File: config.mk
export PLATFORM = sky130hd
export DESIGN_NAME = warm_pwm_mixer
export DESIGN_NICKNAME = d
export VERILOG_FILES = /design/src/rtl/wm_pkg.sv /design/src/rtl/wm_period_ctr.sv /design/src/rtl/wm_adjust.sv /design/src/rtl/wm_thresh.sv /design/src/rtl/wm_pwm_chan.sv /design/src/rtl/warm_pwm_mixer.sv
export SDC_FILE = /design/constraint.sdc
export NUM_CORES = 1
export LEC_CHECK = 0
export ABC_AREA = 1
export ABC_CLOCK_PERIOD_IN_PS = 4700
export BUFFER_PORTS_ARGS = -buffer_cell sky130_fd_sc_hd__buf_2
export CAP_MARGIN = 20
export CORE_AREA = 2 2 64 66
export CTS_BUF_LIST = sky130_fd_sc_hd__clkbuf_16
export DETAILED_ROUTE_END_ITERATION = 16
export DIE_AREA = 0 0 66 68
export GPL_ROUTABILITY_DRIVEN = 1
export PLACE_DENSITY = 0.77
export SLEW_MARGIN = 20
export SYNTH_ARGS = -nofsm -noshare
export SYNTH_HDL_FRONTEND = slang
export SYNTH_SLANG_ARGS = --single-unit
File: constraint.sdc
create_clock -name clk -period 4.7 [get_ports clk]
set_input_delay 0.47 -clock clk [delete_from_list [all_inputs] [get_ports clk]]
set_output_delay 0.47 -clock clk [all_outputs]
set_load 0.01 [all_outputs]
File: src/rtl/wm_pkg.sv
package wm_pkg;
   // channel indices into the threshold vector
   localparam int CH_WHITE = 0;
   localparam int CH_RED   = 1;
   localparam int CH_N     = 2;

   typedef enum logic [1:0] {
      ADJ_NONE  = 2'd0,
      ADJ_LEVEL = 2'd1,
      ADJ_MIX   = 2'd2
   } adj_sel_e;
endpackage

File: src/rtl/wm_period_ctr.sv
module wm_period_ctr #(
   parameter int CNT_W = 8
) (
   input  logic             clk,
   input  logic             rst,
   output logic [CNT_W-1:0] cnt,
   output logic             wrap
);
   localparam logic [CNT_W-1:0] CNT_LAST = '1;

   always_ff @(posedge clk) begin
      if (rst) cnt <= '0;
      else     cnt <= cnt + 1'b1;
   end

   // high on the edge that takes the counter back to zero
   assign wrap = (cnt == CNT_LAST);
endmodule

File: src/rtl/wm_adjust.sv
module wm_adjust
   import wm_pkg::*;
#(
   parameter int LVL_W      = 4,
   parameter int LEVEL_INIT = 8,
   parameter int MIX_INIT   = 8
) (
   input  logic             clk,
   input  logic             rst,
   input  logic             wrap,
   input  logic             btn_level,
   input  logic             btn_mix,
   input  logic             dir_up,
   output logic [LVL_W-1:0] level,
   output logic [LVL_W-1:0] mix
);
   localparam logic [LVL_W-1:0] LVL_TOP = '1;
   localparam logic [LVL_W-1:0] LVL_RST = LVL_W'(LEVEL_INIT);
   localparam logic [LVL_W-1:0] MIX_RST = LVL_W'(MIX_INIT);

   adj_sel_e         sel;
   logic [LVL_W-1:0] level_nx;
   logic [LVL_W-1:0] mix_nx;

   function automatic logic [LVL_W-1:0] sat_step(input logic [LVL_W-1:0] v,
                                                 input logic up);
      if (up) return (v == LVL_TOP) ? v : v + 1'b1;
      else    return (v == '0)      ? v : v - 1'b1;
   endfunction

   // exactly one button selects a target; both or none select nothing
   always_comb begin
      unique case ({btn_level, btn_mix})
         2'b10:   sel = ADJ_LEVEL;
         2'b01:   sel = ADJ_MIX;
         default: sel = ADJ_NONE;
      endcase
   end

   always_comb begin
      level_nx = level;
      mix_nx   = mix;
      if (wrap) begin
         case (sel)
            ADJ_LEVEL: level_nx = sat_step(level, dir_up);
            ADJ_MIX:   mix_nx   = sat_step(mix, dir_up);
            default:   ;
         endcase
      end
   end

   always_ff @(posedge clk) begin
      if (rst) begin
         level <= LVL_RST;
         mix   <= MIX_RST;
      end else begin
         level <= level_nx;
         mix   <= mix_nx;
      end
   end
endmodule

File: src/rtl/wm_thresh.sv
module wm_thresh
   import wm_pkg::*;
#(
   parameter int LVL_W = 4,
   parameter int CNT_W = 8
) (
   input  logic [LVL_W-1:0]            level,
   input  logic [LVL_W-1:0]            mix,
   output logic [CH_N-1:0][CNT_W-1:0]  thr
);
   localparam int               PROD_W  = 2 * LVL_W;
   localparam logic [LVL_W-1:0] LVL_TOP = '1;

   for (genvar c = 0; c < CH_N; c++) begin : g_ch
      logic [LVL_W-1:0]  weight;
      logic [PROD_W-1:0] prod;
      if (c == CH_RED) begin : g_red
         assign weight = mix;
      end else begin : g_white
         assign weight = LVL_TOP - mix;
      end
      assign prod   = PROD_W'(level) * PROD_W'(weight);
      assign thr[c] = CNT_W'(prod);
   end
endmodule

File: src/rtl/wm_pwm_chan.sv
module wm_pwm_chan #(
   parameter int CNT_W = 8
) (
   input  logic             clk,
   input  logic             rst,
   input  logic [CNT_W-1:0] cnt,
   input  logic [CNT_W-1:0] thr,
   output logic             pwm
);
   // high from the cycle after count 0 for thr cycles
   always_ff @(posedge clk) begin
      if (rst) pwm <= 1'b0;
      else     pwm <= (cnt < thr);
   end
endmodule

File: src/rtl/warm_pwm_mixer.sv
module warm_pwm_mixer
   import wm_pkg::*;
#(
   parameter int LVL_W      = 4,
   parameter int CNT_W      = 8,
   parameter int LEVEL_INIT = 8,
   parameter int MIX_INIT   = 8
) (
   input  logic clk,
   input  logic rst,
   input  logic adj_level_btn,
   input  logic adj_mix_btn,
   input  logic dir_up,
   output logic white_pwm,
   output logic red_pwm
);
   localparam int PROD_W  = 2 * LVL_W;
   localparam int LVL_MAX = (1 << LVL_W) - 1;

   if (LVL_W < 1) begin : g_bad_lvl
      $error("warm_pwm_mixer: LVL_W must be positive");
   end
   if (PROD_W > CNT_W) begin : g_bad_cnt
      $error("warm_pwm_mixer: counter too narrow for level x weight");
   end
   if (LEVEL_INIT < 0 || LEVEL_INIT > LVL_MAX || MIX_INIT < 0 || MIX_INIT > LVL_MAX) begin : g_bad_init
      $error("warm_pwm_mixer: reset settings out of range");
   end

   logic [CNT_W-1:0]           cnt;
   logic                       wrap;
   logic [LVL_W-1:0]           level;
   logic [LVL_W-1:0]           mix;
   logic [CH_N-1:0][CNT_W-1:0] thr;
   logic [CH_N-1:0]            pwm;

   wm_period_ctr #(.CNT_W(CNT_W)) u_ctr (
      .clk  (clk),
      .rst  (rst),
      .cnt  (cnt),
      .wrap (wrap)
   );

   wm_adjust #(
      .LVL_W      (LVL_W),
      .LEVEL_INIT (LEVEL_INIT),
      .MIX_INIT   (MIX_INIT)
   ) u_adj (
      .clk       (clk),
      .rst       (rst),
      .wrap      (wrap),
      .btn_level (adj_level_btn),
      .btn_mix   (adj_mix_btn),
      .dir_up    (dir_up),
      .level     (level),
      .mix       (mix)
   );

   wm_thresh #(.LVL_W(LVL_W), .CNT_W(CNT_W)) u_thr (
      .level (level),
      .mix   (mix),
      .thr   (thr)
   );

   for (genvar c = 0; c < CH_N; c++) begin : g_pwm
      wm_pwm_chan #(.CNT_W(CNT_W)) u_ch (
         .clk (clk),
         .rst (rst),
         .cnt (cnt),
         .thr (thr[c]),
         .pwm (pwm[c])
      );
   end

   assign white_pwm = pwm[CH_WHITE];
   assign red_pwm   = pwm[CH_RED];
endmodule

==> results.md <==
* Synth Area in Adders at between 30% and 40%
* Post-Route Skew at roughly 0.0022 ns
* Period utilisation layout at between 70% and 80%
* R2R depth at 15
* Count of final hold-check violations at 0
* Buffers and inverters on the worst path at 4
* Dpl hpwl at approximately 3.6 mm
* Max clock buf depth at 2
* CP Depth at 15
* Root buf cell: clkbuf_16
* Hold Startpoint: u_ctr.cnt[0]$_SDFF_PP0_
* Placer Congestion at 0.910
* HP Class: reg2reg
* Post-route cell area at between 2000 and 2500 um2
* CP cell instances: inv_1 -> or2_2 -> fa_1 -> inv_1 -> fa_1 -> inv_1 -> fa_1 -> o21ai_0 -> xnor2_1 -> ha_1 -> nand2_1 -> inv_1 -> nand2_1 -> nand4_1 -> a21oi_1
* Total die area at between 4000 and 5000 um2
* Post-synthesis cell count at 320
* Worst hold slack at about 0.47 ns
* Flop2flop setup slack at approximately 1.0 ns
* Die height at ~68 um
* Syn-to-layout area delta at 5.51%
* CP top delay family: adder cells
* Via-per-instance ratio at ~5.2
* Post-Synthesis Cell Area at approximately 2300 um2
* Power Dens Cells at about 150 nW/um2
* Vias post-DR at ~1900
* Clk sinks at 18
* Synth top area share at a little under a quarter
* Max_cap viols at 0
* Distinct cell type count of the synthesized netlist at 29
* Tmin final at 3.68 ns
* Mapped Nets at 378
* WS Path Type: reg2reg
* Post-cts sizing count at 0
* Most frequent cells in the layout: nand2_1, inv_1, ha_1
* DP Area at 2320 um2
* Fin Setup TNS at 0 ns
* DRC viols at 0
* Initial DRC count at 60
* Ys flop type: dfxtp_1
* Setup Buffers After CTS at 0
* Placed insts at about 370
* Largest net degree at the start of global routing at 15
* Final std cells w/o fill at ~370
* Cts bufs inserted at 3
* Port Buffer Count at 6
* IO Count at 7
* Routed Antenna Nets at 0
* RSZ-0062 raised after global routing: no
* Ys async rst share at 0%
* First-pass GRT wire length at between 7 and 8 mm
* Fin util at between 60% and 70%
* H-tree depth at 1
* Worst VDD drop at about 0.00012 V
* Starting Density at between 50% and 60%
* Slowest CP cell: fa_1
* Synthesized flop and latch total at 18
* Total GRT Usage at 21.2%
* Drt pass-1 iters at 5
* Peak Freq at 271 MHz
* Worst hold path stage count at 1
* Crit path top cell by count: inv_1
* Hold-critical path endpoint: u_ctr.cnt[0]$_SDFF_PP0_
* Total Routed Length at 4.29 mm
* ANT cells at 0
* Compound-Gate Fraction of Synth Area at around 7%
* Mapped Avg Cell Area at slightly above 7 um2
* CP Capture Type: flop
* Grt total ovfl at 0
* Slowest Stage Delay on Critical Path at 0.57 ns
* Maximum fanout along the worst path at 10
* CP Launch Type: flop
* Final nets at approximately 380
* Post-synthesis mux area share at 0%
* Synth Area in Simple Gates at between 20% and 30%
* Clock latency on the worst-skew pair at 0.25 ns
* Post-synth EDFFs at 0
* Rows at 23
* CTS tree: yes
* Synth Area in XOR/XNOR at 4.24%
* Slew margin rel. at between 60 and 70%
* Register area share after synthesis at roughly 16%
* Static Leakage at roughly 1.4 nW
* Synth Warn # at 0
* Outcome: finished clean
* Core area at slightly below 4000 um2
* Layout cells sized above 1 at a little under a tenth
* Leading cell type in the layout, fill and taps excluded: nand2_1
* Main combinational cell family by area after synthesis: adder cells
* Final Max Slew Viols at 0
* Top cells by area, synth: ha_1, dfxtp_1, nand2_1, fa_1, inv_1
* Worst Path Arrival at 3.87 ns
* Reg2reg start: u_adj.level[1]$_SDFFE_PP0P_
* Die width at roughly 66 um
* Final setup violation count at 0
* Slew of the pin with the lowest slew margin at 0.503 ns
* Vias in the first global route at ~1700
* Cts hold-fix bufs at 0
* Clock transition at path regs at roughly 0.05 ns
* Wire per inst at ~12 um
* Crit Reg-Reg Endpoint: g_pwm[0].u_ch.pwm$_SDFF_PP0_
* Worst Path Required at about 4.9 ns
* Initial antenna violation count at 0
* Cell accounting for the most synthesized area: ha_1
-- routing by layer --
layer	global-route usage, %	part of all wire, %
met1	27.3	48
met2	38.3	48
met3	1.48	2.7
met4	6.63	1.2
met5	0	0
-- synth_stat cells, types with 2 or more instances --
| library cell | n |
|---|---|
| nand2_1 | 68 |
| buf_2 | 7 |
| inv_1 | 47 |
| nor2_2 | 4 |
| nand2_2 | 5 |
| fa_1 | 10 |
| xor2_1 | 4 |
| nor2_4 | 2 |
| a31oi_1 | 2 |
| or2_2 | 3 |
| dfxtp_1 | 18 |
| ha_1 | 43 |
| o21ai_0 | 5 |
| inv_2 | 3 |
| xnor2_1 | 7 |
| nand4_1 | 5 |
| nand3_1 | 23 |
| a21o_1 | 2 |
| nor2_1 | 37 |
| a21oi_1 | 16 |
-- logic make-up after synthesis --
| family | after synthesis |
|---|---|
| fa+ha+maj | 53 |
| buf+inv | 59 |
| xor+xnor | 11 |
| compound gates | 28 |
| flops | 18 |
| simple gates | 151 |
-- metrics by stage --
stage | total power, mW | setup slack, ns
after floorplan | 0.185 | 1.27
after global placement | 0.193 | 1.13
after detailed placement | 0.194 | 1.03
after CTS | 0.362 | 1.02
after global routing | 0.375 | 0.758
final | 0.361 | 1.02
-- power by group --
group	leakage (nW)	internal (mW)	switching, mW
logic	1.18	0.0124	0.0198
registers	0.146	0.156	0.00297
clock network	0.0385	0.113	0.0569
total	1.36	0.281	0.0797
-- final cells by class --
| type | count | area (um2) |
|---|---|---|
| multi-input combinational | 243 | 1670 |
| fill | 372 | 1460 |
| sequential | 18 | 360 |
| inverter | 51 | 191 |
| clock buffer | 3 | 75.1 |
| tap | 50 | 62.6 |
| timing repair buffer | 6 | 30.0 |
| clock inverter | 1 | 3.75 |
-- state kept, by name (all words and copies together), names as in the netlist --
signal	count
u_ctr.cnt	8
g_pwm.u_ch.pwm	2
u_adj.level	4
u_adj.mix	4
-- worst reg2reg max path, stage by stage (launching register included) --
cell     delay (ns)
dfxtp_1        0.53
inv_1          0.15
or2_2          0.31
fa_1           0.51
inv_1          0.06
fa_1           0.57
inv_1          0.07
fa_1           0.45
o21ai_0        0.22
xnor2_1        0.14
ha_1           0.24
nand2_1        0.07
inv_1          0.05
nand2_1        0.05
nand4_1        0.10
a21oi_1        0.11
-- how the worst max path moves through the flow --
stage | start | endpoint
3_3_place_gp | u_adj.level[0]$_SDFFE_PP0P_ | g_pwm[0].u_ch.pwm$_SDFF_PP0_
3_5_place_dp | u_adj.level[0]$_SDFFE_PP0P_ | g_pwm[0].u_ch.pwm$_SDFF_PP0_
5_1_grt | u_adj.level[1]$_SDFFE_PP0P_ | g_pwm[0].u_ch.pwm$_SDFF_PP0_
6_report | u_adj.level[1]$_SDFFE_PP0P_ | g_pwm[0].u_ch.pwm$_SDFF_PP0_
2_1_floorplan | u_adj.level[1]$_SDFFE_PP0P_ | g_pwm[0].u_ch.pwm$_SDFF_PP0_
4_1_cts | u_adj.level[1]$_SDFFE_PP0P_ | g_pwm[0].u_ch.pwm$_SDFF_PP0_
(Power assumes the default switching activity.)
